--- src/rtl/scl_div_pkg.sv ---
package scl_div_pkg;
    // Ticks per SCL half period = HALF_BASE + HALF_STEP * step
    localparam int HALF_BASE = 10;
    localparam int HALF_STEP = 4;

    typedef enum logic [1:0] {
        PH_IDLE = 2'd0,
        PH_WAIT = 2'd1,
        PH_HIGH = 2'd2,
        PH_LOW  = 2'd3
    } scl_phase_e;

    function automatic int half_ticks_max(input int step_w);
        return HALF_BASE + HALF_STEP * ((1 << step_w) - 1);
    endfunction
endpackage

--- src/rtl/scl_ccr_reg.sv ---
module scl_ccr_reg #(
    parameter int CDF_W  = 3,
    parameter int STEP_W = 6
) (
    input  logic              clk,
    input  logic              rst,
    input  logic              wr,
    input  logic [CDF_W+STEP_W-1:0] wdata,
    output logic [CDF_W-1:0]  cdf,
    output logic [STEP_W-1:0] step,
    output logic              loaded
);
    typedef struct packed {
        logic [STEP_W-1:0] step;
        logic [CDF_W-1:0]  cdf;
    } ccr_t;

    ccr_t ccr_q;

    always_ff @(posedge clk) begin
        if (rst) begin
            ccr_q  <= '0;
            loaded <= 1'b0;
        end else if (wr) begin
            ccr_q  <= ccr_t'(wdata);
            loaded <= 1'b1;
        end
    end

    assign cdf  = ccr_q.cdf;
    assign step = ccr_q.step;
endmodule

--- src/rtl/scl_prescaler.sv ---
module scl_prescaler #(
    parameter int CDF_W = 3
) (
    input  logic             clk,
    input  logic             rst,
    input  logic             run,
    input  logic [CDF_W-1:0] cdf,
    output logic             tick
);
    logic [CDF_W-1:0] pre_cnt;

    assign tick = run && (pre_cnt == cdf);

    always_ff @(posedge clk) begin
        if (rst || !run || tick) begin
            pre_cnt <= '0;
        end else begin
            pre_cnt <= pre_cnt + CDF_W'(1);
        end
    end
endmodule

--- src/rtl/scl_in_sync.sv ---
module scl_in_sync #(
    parameter int STAGES = 2
) (
    input  logic clk,
    input  logic rst,
    input  logic d,
    output logic q
);
    logic [STAGES-1:0] sr;

    always_ff @(posedge clk) begin
        if (rst) begin
            sr <= '1;
        end else begin
            sr <= {sr[STAGES-2:0], d};
        end
    end

    assign q = sr[STAGES-1];
endmodule

--- src/rtl/scl_phase_fsm.sv ---
module scl_phase_fsm
    import scl_div_pkg::*;
#(
    parameter int PH_W = 9
) (
    input  logic            clk,
    input  logic            rst,
    input  logic            run,
    input  logic            tick,
    input  logic            scl_hi,
    input  logic [PH_W-1:0] phase_len,
    output logic            scl_low,
    output logic            sample_stb,
    output logic            shift_stb
);
    scl_phase_e      state;
    logic [PH_W-1:0] cnt;
    logic [PH_W-1:0] mid;
    logic            last;

    assign mid  = (phase_len >> 1) - PH_W'(1);
    assign last = (cnt == phase_len - PH_W'(1));

    always_ff @(posedge clk) begin
        if (rst || !run) begin
            state <= PH_IDLE;
            cnt   <= '0;
        end else begin
            unique case (state)
                PH_IDLE: begin
                    state <= PH_WAIT;
                    cnt   <= '0;
                end
                PH_WAIT: begin
                    if (tick && scl_hi) begin
                        state <= PH_HIGH;
                        cnt   <= '0;
                    end
                end
                PH_HIGH: begin
                    if (tick) begin
                        if (last) begin
                            state <= PH_LOW;
                            cnt   <= '0;
                        end else begin
                            cnt <= cnt + PH_W'(1);
                        end
                    end
                end
                PH_LOW: begin
                    if (tick) begin
                        if (last) begin
                            state <= PH_WAIT;
                            cnt   <= '0;
                        end else begin
                            cnt <= cnt + PH_W'(1);
                        end
                    end
                end
                default: begin
                    state <= PH_IDLE;
                    cnt   <= '0;
                end
            endcase
        end
    end

    assign scl_low    = (state == PH_LOW);
    assign sample_stb = tick && (state == PH_HIGH) && (cnt == mid);
    assign shift_stb  = tick && (state == PH_LOW) && (cnt == mid);
endmodule

--- src/rtl/scl_clock_divider.sv ---
module scl_clock_divider
    import scl_div_pkg::*;
#(
    parameter int CDF_W  = 3,
    parameter int STEP_W = 6
) (
    input  logic                    clk,
    input  logic                    rst,
    input  logic                    mst_en,
    input  logic                    ccr_wr,
    input  logic [CDF_W+STEP_W-1:0] ccr_data,
    input  logic                    scl_in,
    output logic                    scl_low,
    output logic                    tick,
    output logic                    sample_stb,
    output logic                    shift_stb
);
    localparam int PH_W = $clog2(half_ticks_max(STEP_W) + 1);

    logic [CDF_W-1:0]  cdf;
    logic [STEP_W-1:0] step;
    logic              cfg_loaded;
    logic              run;
    logic              scl_hi;
    logic [PH_W-1:0]   phase_len;

    scl_ccr_reg #(.CDF_W(CDF_W), .STEP_W(STEP_W)) u_ccr (
        .clk(clk), .rst(rst), .wr(ccr_wr), .wdata(ccr_data),
        .cdf(cdf), .step(step), .loaded(cfg_loaded)
    );

    // A control write restarts the divider; running needs a prior write
    assign run = mst_en && cfg_loaded && !ccr_wr && !rst;

    assign phase_len = PH_W'(HALF_BASE) + PH_W'(step) * PH_W'(HALF_STEP);

    scl_prescaler #(.CDF_W(CDF_W)) u_pre (
        .clk(clk), .rst(rst), .run(run), .cdf(cdf), .tick(tick)
    );

    scl_in_sync #(.STAGES(2)) u_sync (
        .clk(clk), .rst(rst), .d(scl_in), .q(scl_hi)
    );

    scl_phase_fsm #(.PH_W(PH_W)) u_fsm (
        .clk(clk), .rst(rst), .run(run), .tick(tick), .scl_hi(scl_hi),
        .phase_len(phase_len), .scl_low(scl_low),
        .sample_stb(sample_stb), .shift_stb(shift_stb)
    );
endmodule

--- config.mk ---
export PLATFORM = sky130hd
export DESIGN_NAME = scl_clock_divider
export DESIGN_NICKNAME = d
export VERILOG_FILES = /design/src/rtl/scl_div_pkg.sv /design/src/rtl/scl_ccr_reg.sv /design/src/rtl/scl_prescaler.sv /design/src/rtl/scl_in_sync.sv /design/src/rtl/scl_phase_fsm.sv /design/src/rtl/scl_clock_divider.sv
export SDC_FILE = /design/constraint.sdc
export NUM_CORES = 1
export LEC_CHECK = 0
export BUFFER_PORTS_ARGS = -buffer_cell sky130_fd_sc_hd__buf_2
export CAP_MARGIN = 20
export CORE_MARGIN = 2
export CORE_UTILIZATION = 53
export CTS_CLUSTER_DIAMETER = 50
export DETAILED_ROUTE_END_ITERATION = 6
export PLACE_DENSITY = 0.8
export SYNTH_ARGS = -nofsm -noshare
export SYNTH_HDL_FRONTEND = slang
export SYNTH_HIERARCHICAL = 1
export SYNTH_SLANG_ARGS = --single-unit
export TNS_END_PERCENT = 1
--- constraint.sdc ---
create_clock -name clk -period 2.3 [get_ports clk]
set_input_delay 0.115 -clock clk [delete_from_list [all_inputs] [get_ports clk]]
set_output_delay 0.115 -clock clk [all_outputs]
set_load 0.02 [all_outputs]
==> Implementation_results.wiki, run 1 <==
{| class="wikitable"
! Metric !! Value
|-
| Status || finished with violations
|-
| Violations in the final reports || hold timing
|-
| Final number of hold-violating endpoints || 2
|-
| Seq/Total Area, Yosys || 0.290
|-
| EDFF count, synth || 0
|-
| Total Routing Usage GR || 0.211
|-
| Area of the multi-input gates || approximately 1300 um2
|-
| Yosys synthesis warning count || 6
|-
| Net count, final || 267
|-
| Cell chain of the critical path || ha_4, nand3_4, xnor2_2, xor2_1, a21oi_2, o2111ai_2, nor4_2, and2_1, buf_6
|-
| Top cell family by delay on the critical path || simple AND/OR/NAND/NOR gates
|-
| Global routing usage on met3 || 0.0272
|-
| CTS Sinks || 26
|-
| Summed negative setup slack over all endpoints || 0 ns
|-
| Via density per instance || about 5.5
|-
| Synthesized area divided by synthesized cell count || 8.62 um2
|-
| Master of the slowest instance on the critical path || dfxtp_4
|-
| Leakage dissipation || 0.912 nW
|-
| Most used cells in the layout excluding fill and tap cells || 19 x nor2_1, 19 x dfxtp_1, 16 x buf_4, 15 x buf_2, 15 x xor2_1
|-
| Proportion of layout cells with a drive suffix above 1 || 0.287
|-
| Proportion of synthesized area in mux cells || 0.0754
|-
| Storage cell area || 537 um2
|-
| Worst-Skew Late Latency || 0.35 ns
|-
| Total stage count of the critical path || 9
|-
| Number of synthesized register bits || 26
|-
| Post-detailed-placement half-perimeter wirelength || 2800 um
|-
| Hold Path Stages || 3
|-
| Dominant combinational cell family by area after synthesis || simple AND/OR/NAND/NOR gates
|-
| Number of antenna diodes || 0
|-
| Number of top-level pins || 18
|-
| Drt initial violations || between 90 and 100
|-
| Top flip-flop cell by instance count after synthesis || dfxtp_1
|-
| Arrival time reported for the critical path endpoint || between 2 and 2.5 ns
|-
| Total of buffers placed on input and output ports || 17
|-
| Reg2Reg Depth || 9
|-
| Initial antenna violation count || 0
|-
| Part of the cycle the worst path needs || 0.977
|-
| Launching element type of the critical path || flip-flop
|-
| Synthesized-area fraction occupied by xor and xnor cells || 0.161
|-
| CTS root buf || clkbuf_4
|-
| Portion of synthesized cell area occupied by the leading cell type || 0.290
|-
| Worst-case clock buffer depth || 2
|-
| Setup CP Type || flip-flop to primary output
|-
| First-pass GRT wire length || 6570 um
|-
| Final Critical Period || 2.25 ns
|-
| Max IR drop VDD || 0.000511 V
|-
| Post-synthesis simple-gate area fraction || 0.234
|-
| Effective utilization at floorplan || 0.546
|-
| Number of pins with negative max-slew slack in the final report || 0
|-
| Height of the die || 62.2 um
|-
| Antenna viol nets, final || 0
|-
| Netlist area before placement || 1790 um2
|-
| Maximum single-stage delay on the critical path || 0.41 ns
|-
| GPL Wtd Cong || about 0.84
|-
| Worst-path fanout max || 4
|-
| Adder and majority cell fraction of the synthesized area || 0.0558
|-
| Vias in the first global route || approximately 1,400
|-
| First-pass DRT Iterations || 4
|-
| Final core area utilization || 0.689
|-
| Async set-or-reset flop fraction in the synthesized netlist || 0
|-
| Library cell with the largest summed area after synthesis || dfxtp_1
|-
| Die X || 62.2 um
|-
| Maximum number of pins on one net before global-route repair || 16
|-
| Cell types occupying the most area after synthesis || dfxtp_1 29%, xnor2_1 8.3%, xor2_1 7.8%
|-
| Distinct cells, synth || 49
|-
| GR met1 Demand/Resource || 0.267
|-
| Filler instances || 241
|-
| Total setup violations reported at the end of the flow || 0
|-
| Clock transition at the register clock pins on the worst setup and hold paths after CTS || 0.15 ns
|-
| Area Growth Syn to Fin || 26.2%
|-
| Number of placement rows || 21
|-
| Achievable Freq || 445 MHz
|-
| Routed vias || 1,599
|-
| Number of H-tree branching levels || 1
|-
| Worst setup skew after layout || roughly 0.0076 ns
|-
| Share of the synthesized area in compound gates (AO/OA/AOI/OAI) || 0.120
|-
| Actual slew at the worst max-slew pin || roughly 0.58 ns
|-
| Global Route met2 Usage || 0.364
|-
| Endpoint class of the critical path || primary output
|-
| Number of buffers added by the clock tree synthesis step || 3
|-
| Pwr dens || about 440 nW/um2
|-
| Die area || 3860 um2
|-
| Hold_ws || -0.00916 ns
|-
| Final WL || about 4100 um
|-
| Slew margin rel. || 0.607
|-
| Number of standard cells after synthesis || 208
|-
| Count of buffering cells on the critical path with inverters included || 1
|-
| Total gr overflow || 0
|-
| Area of the placeable core || 3280 um2
|-
| Most heavily used metal layer in global routing || met2
|-
| Post-route DRC violation count || 0
|-
| Max-cap violations || 0
|-
| RSZ-0062 raised after global routing || true
|-
| Average detailed-routed wire length per instance || 14.3 um
|-
| HP Class || input port to flip-flop
|-
| Required time of the critical path || 2.18 ns
|-
| CTS tree || yes
|}
-- through the flow --
stage | setup WS (ns) | hold WS, ns | power (W) | cells | instance area (um2)
2_1_floorplan | 0.00312 | 0.212 | 0.000607 | 212 | 1840
3_3_place_gp | 0.0818 | 0.298 | 0.000635 | 274 | 1980
3_5_place_dp | 0.0204 | 0.299 | 0.000640 | 274 | 1980
4_1_cts | -0.0239 | 0.000755 | 0.000980 | 288 | 2210
5_1_grt | -0.0624 | 0.0183 | 0.00103 | 290 | 2260
6_report | 0.0523 | -0.00916 | 0.000999 | 290 | 2260
-- path summary, 6_finish.rpt --
| check | to | from | slack (ns) |
|---|---|---|---|
| hold / removal | u_ccr/step[2] | ccr_data[5] | -0.009 |
| setup / recovery | sample_stb | u_ccr/step[2] | 0.05 |
| setup reg to reg | u_fsm/state[1] | u_ccr/step[1] | 0.08 |
| hold reg to reg | u_sync/sr[1] | u_sync/sr[0] | 0.43 |
-- cell families (layout without fill, tap and decap cells) --
family,Yosys count,after routing
flip-flops,26,26
multiplexers,13,13
adder cells (fa/ha/maj),8,8
buffers and inverters,21,53
AND/OR/NAND/NOR,78,78
other,2,6
XOR/XNOR,33,33
AO/OA/AOI/OAI,27,27
-- routing by layer --
layer | wire length (um) | up-vias | part of all wire
met4 | 61 | 0 | 0.015
met2 | 2080 | 53 | 0.50
met5 | 0 | - | 0
li1 | - | 786 | -
met3 | 139 | 5 | 0.034
met1 | 1870 | 755 | 0.45
-- report_power, final --
| group | leakage (nW) | total, W | switching (W) | internal [W] |
|---|---|---|---|---|
| combinational | 0.668 | 0.000192 | 0.0000951 | 0.0000973 |
| clock | 0.0279 | 0.000328 | 0.000151 | 0.000177 |
| sequential | 0.216 | 0.000479 | 0.0000161 | 0.000463 |
| total | 0.912 | 0.000999 | 0.000262 | 0.000737 |
-- Yosys cell counts (2+ instances only) --
library cell and n:
dfxtp_1 26, clkbuf_2 2, and2_1 2, clkbuf_1 3
nand3_1 8, nand2_1 10, a21oi_1 7, xnor2_1 17
xor2_1 16, o2111ai_1 2, nand3b_1 2, or2_1 2
o21ai_0 2, nor3_1 10, nand2b_1 4, buf_2 2
ha_1 8, and3_1 5, buf_6 3, nor2_1 20
a311oi_1 2, inv_1 10, nand4_1 5, mux2i_1 12
conb_1 2, nor2b_1 3
-- state kept, by name (all words and copies together), names as in the netlist --
| register | flops |
|---|---|
| u_sync/sr | 2 |
| u_fsm/state | 2 |
| u_ccr/loaded | 1 |
| u_pre/pre_cnt | 3 |
| u_ccr/step | 6 |
| u_fsm/cnt | 9 |
| u_ccr/cdf | 3 |
-- cell type report --
class / instances / area share
clock buffer: 3 / 0.00995
tap: 46 / 0.0254
multi-input combinational: 165 / 0.577
inverter: 11 / 0.0182
clock inverter: 1 / 0.0133
timing repair buffer: 38 / 0.119
sequential: 26 / 0.237
-- worst reg2reg max path: cells and delay by family, from the launching register on --
kind | cells | cell delay [ns]
AND/OR/NAND/NOR | 1 | 0.09
AO/OA/AOI/OAI | 3 | 0.74
multiplexers | 1 | 0.31
flip-flops | 1 | 0.40
buffers and inverters | 2 | 0.27
XOR/XNOR | 2 | 0.31
-- what timing repair did --
item,in CTS,in global routing
endpoints found under the setup margin,4,5
resized for setup,22,8
setup buffers,6,2
hold buffers,4,0
endpoints found under the hold margin,4,0
pin swaps,11,9
Note: power is estimated with default switching activity, not from simulation.
==> run 2: changes to the inputs <==
--- a/config.mk
+++ b/config.mk
@@ -11,7 +11,7 @@
 export CORE_UTILIZATION = 53
 export CTS_CLUSTER_DIAMETER = 50
 export DETAILED_ROUTE_END_ITERATION = 6
-export PLACE_DENSITY = 0.8
+export PLACE_DENSITY = 0.76
 export SYNTH_ARGS = -nofsm -noshare
 export SYNTH_HDL_FRONTEND = slang
 export SYNTH_HIERARCHICAL = 1
==> run 2 against run 1 <==
Against the previous run: maximum frequency fell by 1.6%; flip-flop and latch count did not move; die area did not move; hold slack improved by 0.028 ns; the flow now finishes without violations; largest power group unchanged.
==> Implementation_results.wiki, run 2 (same netlist as run 1, synthesis figures left out) <==
{| class="wikitable"
! Metric !! Value
|-
| GPL Wtd Cong || about 0.84
|-
| Final number of hold-violating endpoints || 0
|-
| Achievable Freq || 438 MHz
|-
| Part of the cycle the worst path needs || 0.993
|-
| Worst-Skew Late Latency || approximately 0.32 ns
|-
| Worst setup skew after layout || 0.00947 ns
|-
| Total gr overflow || 0
|-
| Worst-case clock buffer depth || 2
|-
| CTS root buf || clkbuf_4
|-
| Origin of the worst setup path || u_ccr/step[3]
|-
| HP Class || input port to flip-flop
|-
| Final setup margin || approximately 0.015 ns
|-
| Final std cells w/o fill || 288
|-
| Number of antenna diodes || 0
|-
| Actual slew at the worst max-slew pin || roughly 0.56 ns
|-
| Via density per instance || 5.44
|-
| Area of the placeable core || between 3000 and 4000 um2
|-
| First-pass DRT Iterations || 4
|-
| Drt initial violations || 88
|-
| Top cell family by delay on the critical path || XOR/XNOR gates
|-
| Total of buffers placed on input and output ports || 17
|-
| Number of top-level pins || 18
|-
| Start point of the worst hold path || ccr_data[0]
|-
| Arrival time reported for the critical path endpoint || 2.17 ns
|-
| Clock transition at the register clock pins on the worst setup and hold paths after CTS || 0.15 ns
|-
| Worst-path fanout max || 5
|-
| Int Power || 0.000736 W
|-
| Cell chain of the critical path || nand3_1, xnor2_4, xor2_1, mux2i_1, nor4_4, and2_1, buf_6
|-
| Register share of total power || 0.487
|-
| Hold_ws || 0.0193 ns
|-
| Leakage dissipation || 0.907 nW
|-
| Status || finished clean
|-
| Die X || 62.2 um
|-
| Most used cells in the layout excluding fill and tap cells || 19 x nor2_1, 19 x dfxtp_1, 17 x buf_4, 15 x buf_2, 14 x xor2_1
|-
| Endpoint class of the critical path || primary output
|-
| Pwr dens || 430 nW/um2
|-
| Post-detailed-placement half-perimeter wirelength || 2830 um
|-
| Area Growth Syn to Fin || 27.5%
|-
| Initial antenna violation count || 0
|-
| Master of the slowest instance on the critical path || dfxtp_4
|-
| Max-cap violations || 0
|-
| Gate power share || 0.195
|-
| Final WL || 4070 um
|-
| Final Critical Period || 2.28 ns
|-
| Setup CP Type || flip-flop to primary output
|-
| Height of the die || 62.2 um
|-
| Beginning of the worst register-to-register path || u_ccr/step[1]
|-
| Register with the highest flop count || u_fsm/cnt
|-
| Total Routing Usage GR || 0.222
|-
| Antenna viol nets, final || 0
|-
| Vias in the first global route || about 1,500
|-
| Pre-CTS setup slack || 0.00821 ns
|-
| Count of buffering cells on the critical path with inverters included || 1
|-
| Placed Cells || 276
|-
| Switching part of the total power || 0.252
|-
| Routed vias || 1,566
|-
| Total setup violations reported at the end of the flow || 0
|-
| Launching element type of the critical path || flip-flop
|-
| Number of pins with negative max-slew slack in the final report || 0
|-
| Number of buffers added by the clock tree synthesis step || 3
|-
| Net count, final || about 270
|-
| Max IR drop VDD || 0.000396 V
|-
| Power share of the clock group || 0.317
|-
| Required time of the critical path || between 2 and 2.5 ns
|-
| Post-route DRC violation count || 0
|-
| Slew margin rel. || 0.624
|-
| Summed negative setup slack over all endpoints || 0 ns
|-
| Number of H-tree branching levels || 1
|-
| CTS Sinks || 26
|-
| Proportion of layout cells with a drive suffix above 1 || 0.293
|-
| Average detailed-routed wire length per instance || around 14 um
|-
| Die area || 3860 um2
|-
| Effective utilization at floorplan || 0.546
|-
| Number of placement rows || 21
|-
| Largest register FFs || 9
|-
| Switching pwr || around 0.00025 W
|-
| First-pass GRT wire length || 6960 um
|-
| RSZ-0062 raised after global routing || true
|-
| Maximum number of pins on one net before global-route repair || 16
|-
| CTS tree || yes
|-
| Maximum single-stage delay on the critical path || 0.44 ns
|}
==> run 2: per-stage QoR <==
| step | power [W] | cell area [um2] | utilization |
|---|---|---|---|
| after floorplan | 0.000607 | 1840 | - |
| after global placement | 0.000638 | 2000 | 0.608 |
| after detailed placement | 0.000641 | 2000 | 0.608 |
| after CTS | 0.000970 | 2200 | 0.670 |
| after global routing | 0.00103 | 2290 | 0.696 |
| final | 0.000984 | 2290 | 0.696 |
==> run 2: final timing paths <==
check	slack (ns)	depth (start not counted)	to
worst max register to register	0.08	9	u_fsm/state[1]
worst min-delay path	0.02	3	u_ccr/cdf[0]
worst max-delay path	0.02	7	sample_stb
worst min register to register	0.44	1	u_sync/sr[1]
==> run 2: worst reg2reg max path, stage by stage, from the launching register on <==
cell      delay, ns
dfxtp_4        0.41
ha_4           0.19
nand3_4        0.10
xnor2_4        0.15
buf_4          0.16
xor2_1         0.15
xnor2_1        0.14
a2111o_1       0.35
a21oi_4        0.17
mux2_4         0.31
==> run 2: cell type report <==
class                      instances  area [um2]
sequential                        26         542
fill                             252         998
clock inverter                     1        30.0
multi-input combinational        165        1350
timing repair buffer              36         246
inverter                          11        41.3
tap                               46        57.6
clock buffer                       3        22.5
==> run 2: per-layer routing <==
layer  part of all wire  vias to the layer above  global-route usage
li1                   -                      782                   -
met1               0.49                      762               0.309
met2               0.48                       18               0.365
met3              0.018                        4              0.0217
met4             0.0084                        0              0.0667
met5                  0                        -                   0
==> run 2: power by group through the flow <==
stage	clock network, W	registers (W)	logic, W
2_1_floorplan	0	0.000484	0.000123
3_3_place_gp	0	0.000486	0.000152
3_5_place_dp	0	0.000487	0.000154
4_1_cts	0.000318	0.000478	0.000174
5_1_grt	0.000337	0.000482	0.000208
6_report	0.000312	0.000480	0.000192
==> run 2: what timing repair did <==
action | 4_1_cts | 5_1_grt
endpoints found under the setup margin | 4 | 7
resized for setup | 27 | 10
buffers inserted | 5 | 2
pin swaps | 10 | 9
endpoints found under the hold margin | 1 | 0
hold buffers | 1 | 0
==> run 3: changes to the inputs <==
--- a/config.mk
+++ b/config.mk
@@ -8,12 +8,11 @@
 export BUFFER_PORTS_ARGS = -buffer_cell sky130_fd_sc_hd__buf_2
 export CAP_MARGIN = 20
 export CORE_MARGIN = 2
-export CORE_UTILIZATION = 53
+export CORE_UTILIZATION = 51
 export CTS_CLUSTER_DIAMETER = 50
 export DETAILED_ROUTE_END_ITERATION = 6
-export PLACE_DENSITY = 0.76
+export PLACE_DENSITY = 0.74
 export SYNTH_ARGS = -nofsm -noshare
 export SYNTH_HDL_FRONTEND = slang
-export SYNTH_HIERARCHICAL = 1
 export SYNTH_SLANG_ARGS = --single-unit
 export TNS_END_PERCENT = 1
==> run 3 against run 2 <==
Against the previous run: critical path depth grew 1; combinational power decreased by 63%; area after synthesis down 18%; first-iteration DRC count is 50% lower; via count fell by 26%; non-clock buffer count decreased by 18; clock skew shrank 0.0042 ns; critical path type unchanged; largest cell class unchanged; highest routed layer unchanged.
==> Implementation_results.wiki, run 3 <==
{| class="wikitable"
! Metric !! Value
|-
| Status || finished clean
|-
| Max-cap violations || 0
|-
| Portion of synthesized cell area occupied by the leading cell type || 0.353
|-
| Worst-Skew Late Latency || 0.33 ns
|-
| Most instantiated cells after synthesis || 26 x dfxtp_1, 26 x nor2_1, 13 x xnor2_1
|-
| HP Class || input port to flip-flop
|-
| Endpoint class of the critical path || primary output
|-
| Most used cells in the layout excluding fill and tap cells || 26 x nor2_1, 25 x dfxtp_1, 17 x buf_2, 13 x xnor2_1, 10 x xor2_1
|-
| Top flip-flop cell by instance count after synthesis || dfxtp_1
|-
| Clock transition at the register clock pins on the worst setup and hold paths after CTS || 0.14 ns
|-
| Largest register FFs || 9
|-
| Post-synthesis net count || 184
|-
| Worst setup skew after layout || about 0.0053 ns
|-
| Leakage dissipation || between 0.6 and 0.7 nW
|-
| Total of buffers placed on input and output ports || 17
|-
| Actual slew at the worst max-slew pin || 0.351 ns
|-
| Initial antenna violation count || 0
|-
| First-pass GRT wire length || 4890 um
|-
| Register with the highest flop count || u_fsm.cnt
|-
| Part of the cycle the worst path needs || 0.902
|-
| Yosys synthesis warning count || 0
|-
| CTS tree || yes
|-
| Total power || 0.000865 W
|-
| Average detailed-routed wire length per instance || 13.3 um
|-
| Distinct cells, synth || 39
|-
| Cell types occupying the most area after synthesis || dfxtp_1 35%, xnor2_1 7.7%, nor2_1 6.6%
|-
| Die area || 3340 um2
|-
| EDFF count, synth || 0
|-
| Worst-case clock buffer depth || 2
|-
| Arrival time reported for the critical path endpoint || 1.96 ns
|-
| Slew margin rel. || 0.763
|-
| Final WL || 2750 um
|-
| Seq/Total Area, Yosys || 0.353
|-
| Setup CP Type || flip-flop to primary output
|-
| Number of pins with negative max-slew slack in the final report || 0
|-
| Area of the placeable core || 2760 um2
|-
| Number of standard cells after synthesis || 163
|-
| Worst-path fanout max || 6
|-
| Effective utilization at floorplan || 0.535
|-
| GPL Wtd Cong || 0.789
|-
| Cell chain of the critical path || ha_1, nand2b_1, o211ai_1, o21ai_0, a21oi_1, nand4_1, nor2_1, buf_2
|-
| Post-detailed-placement half-perimeter wirelength || roughly 2100 um
|-
| CTS root buf || clkbuf_4
|-
| Power share of the clock group || 0.362
|-
| Count of buffering cells on the critical path with inverters included || 1
|-
| Int Power || between 0.0006 and 0.0007 W
|-
| Storage cell area || 522 um2
|-
| Net count, final || 198
|-
| Number of synthesized register bits || 26
|-
| Synthesized area divided by synthesized cell count || 9.05 um2
|-
| Die X || between 50 and 60 um
|-
| Max IR drop VDD || 0.000353 V
|-
| Beginning of the worst register-to-register path || u_fsm.state[0]
|-
| Area Growth Syn to Fin || 9.08%
|-
| First-pass DRT Iterations || 4
|-
| Vias in the first global route || 1,129
|-
| Switching pwr || 0.000186 W
|-
| Total setup violations reported at the end of the flow || 0
|-
| Post-route DRC violation count || 0
|-
| Register share of total power || 0.555
|-
| Height of the die || 57.8 um
|-
| Maximum number of pins on one net before global-route repair || 16
|-
| Leading cell type in the layout, fill and taps excluded || nor2_1
|-
| Start point of the worst hold path || ccr_data[1]
|-
| Total gr overflow || 0
|-
| Routed vias || 1,162
|-
| Proportion of layout cells with a drive suffix above 1 || 0.176
|-
| Final number of hold-violating endpoints || 0
|-
| Number of placement rows || 19
|-
| Number of post-CTS setup repair buffers || 0
|-
| Pwr dens || between 500 and 600 nW/um2
|-
| Number of top-level pins || 18
|-
| Async set-or-reset flop fraction in the synthesized netlist || 0
|-
| Number of antenna diodes || 0
|-
| Final Critical Period || 2.08 ns
|-
| RSZ-0062 raised after global routing || false
|-
| Library cell with the largest summed area after synthesis || dfxtp_1
|-
| Antenna viol nets, final || 0
|-
| Summed negative setup slack over all endpoints || 0 ns
|-
| Netlist area before placement || 1480 um2
|-
| CTS Sinks || 26
|-
| Gate power share || 0.083
|-
| Via density per instance || between 5 and 6
|-
| Area of the multi-input gates || between 800 and 900 um2
|-
| Origin of the worst setup path || u_ccr.step[2]
|-
| Master of the slowest instance on the critical path || dfxtp_1
|-
| Number of H-tree branching levels || 1
|-
| Top cell family by delay on the critical path || compound AO/OA/AOI/OAI gates
|-
| Switching part of the total power || 0.215
|-
| Launching element type of the critical path || flip-flop
|-
| Filler instances || roughly 260
|-
| Drt initial violations || 44
|-
| Number of buffers added by the clock tree synthesis step || 3
|-
| Achievable Freq || 482 MHz
|-
| Required time of the critical path || 2.18 ns
|-
| Maximum single-stage delay on the critical path || 0.41 ns
|-
| Total Routing Usage GR || 0.188
|}
[run 3: final cells by class]
type                       instances  area share
inverter                           8      0.0187
multi-input combinational        120       0.541
clock inverter                     1      0.0187
timing repair buffer              18      0.0591
tap                               31      0.0241
sequential                        26       0.324
clock buffer                       3      0.0140
[run 3: logic make-up (layout without fill, tap and decap cells)]
family          after synthesis  after routing  share of synthesized area
xor+xnor                     23             23                      0.137
compound gates               20             20                      0.116
fa+ha+maj                     7              7                     0.0594
mux                           9              9                     0.0611
flops                        26             26                      0.353
buf+inv                      17             30                     0.0568
simple gates                 61             61                      0.217
[run 3: stage by stage]
step | hold slack [ns] | setup slack [ns] | std cells | utilization | cell area, um2
3_3_place_gp | 0.298 | 0.423 | 202 | 0.560 | 1550
2_1_floorplan | 0.219 | 0.630 | 163 | - | 1480
5_1_grt | 0.000308 | 0.0361 | 207 | 0.583 | 1610
6_report | 0.00926 | 0.225 | 207 | 0.583 | 1610
4_1_cts | 0.00721 | 0.116 | 207 | 0.583 | 1610
3_5_place_dp | 0.307 | 0.391 | 202 | 0.560 | 1550
[run 3: worst paths after layout]
check	endpoint	slack (ns)	cells past startpoint
min	u_ccr.cdf[1]	0.009	3
min reg2reg	u_sync.sr[1]	0.43	1
max reg2reg	u_fsm.cnt[7]	0.39	8
max	sample_stb	0.22	8
[run 3: power by group through the flow]
stage                     clock network, W  logic (W)  registers [W]
after global placement                   0  0.0000682       0.000488
after detailed placement                 0  0.0000708       0.000490
after global routing              0.000350  0.0000800       0.000483
after floorplan                          0  0.0000594       0.000482
after CTS                         0.000322  0.0000728       0.000480
final                             0.000313  0.0000720       0.000480
[run 3: routing by layer]
layer | track usage | part of all wire | vias to the layer above
met1 | 0.239 | 0.45 | 536
met5 | 0 | 0 | -
met3 | 0.0246 | 0.058 | 5
met2 | 0.312 | 0.47 | 41
li1 | - | - | 580
met4 | 0.0963 | 0.016 | 0
[run 3: worst register-to-register path, delay by kind of cell (launching register included)]
kind / cells / cell delay (ns)
AO/OA/AOI/OAI: 3 / 0.76
adder cells (fa/ha/maj): 1 / 0.21
buffers and inverters: 2 / 0.16
flip-flops: 1 / 0.39
AND/OR/NAND/NOR: 2 / 0.29
[run 3: timing repair]
item	4_1_cts	5_1_grt
resized for setup	0	1
hold buffers	1	0
hold endpoints to repair	1	0
setup endpoints to repair	0	2
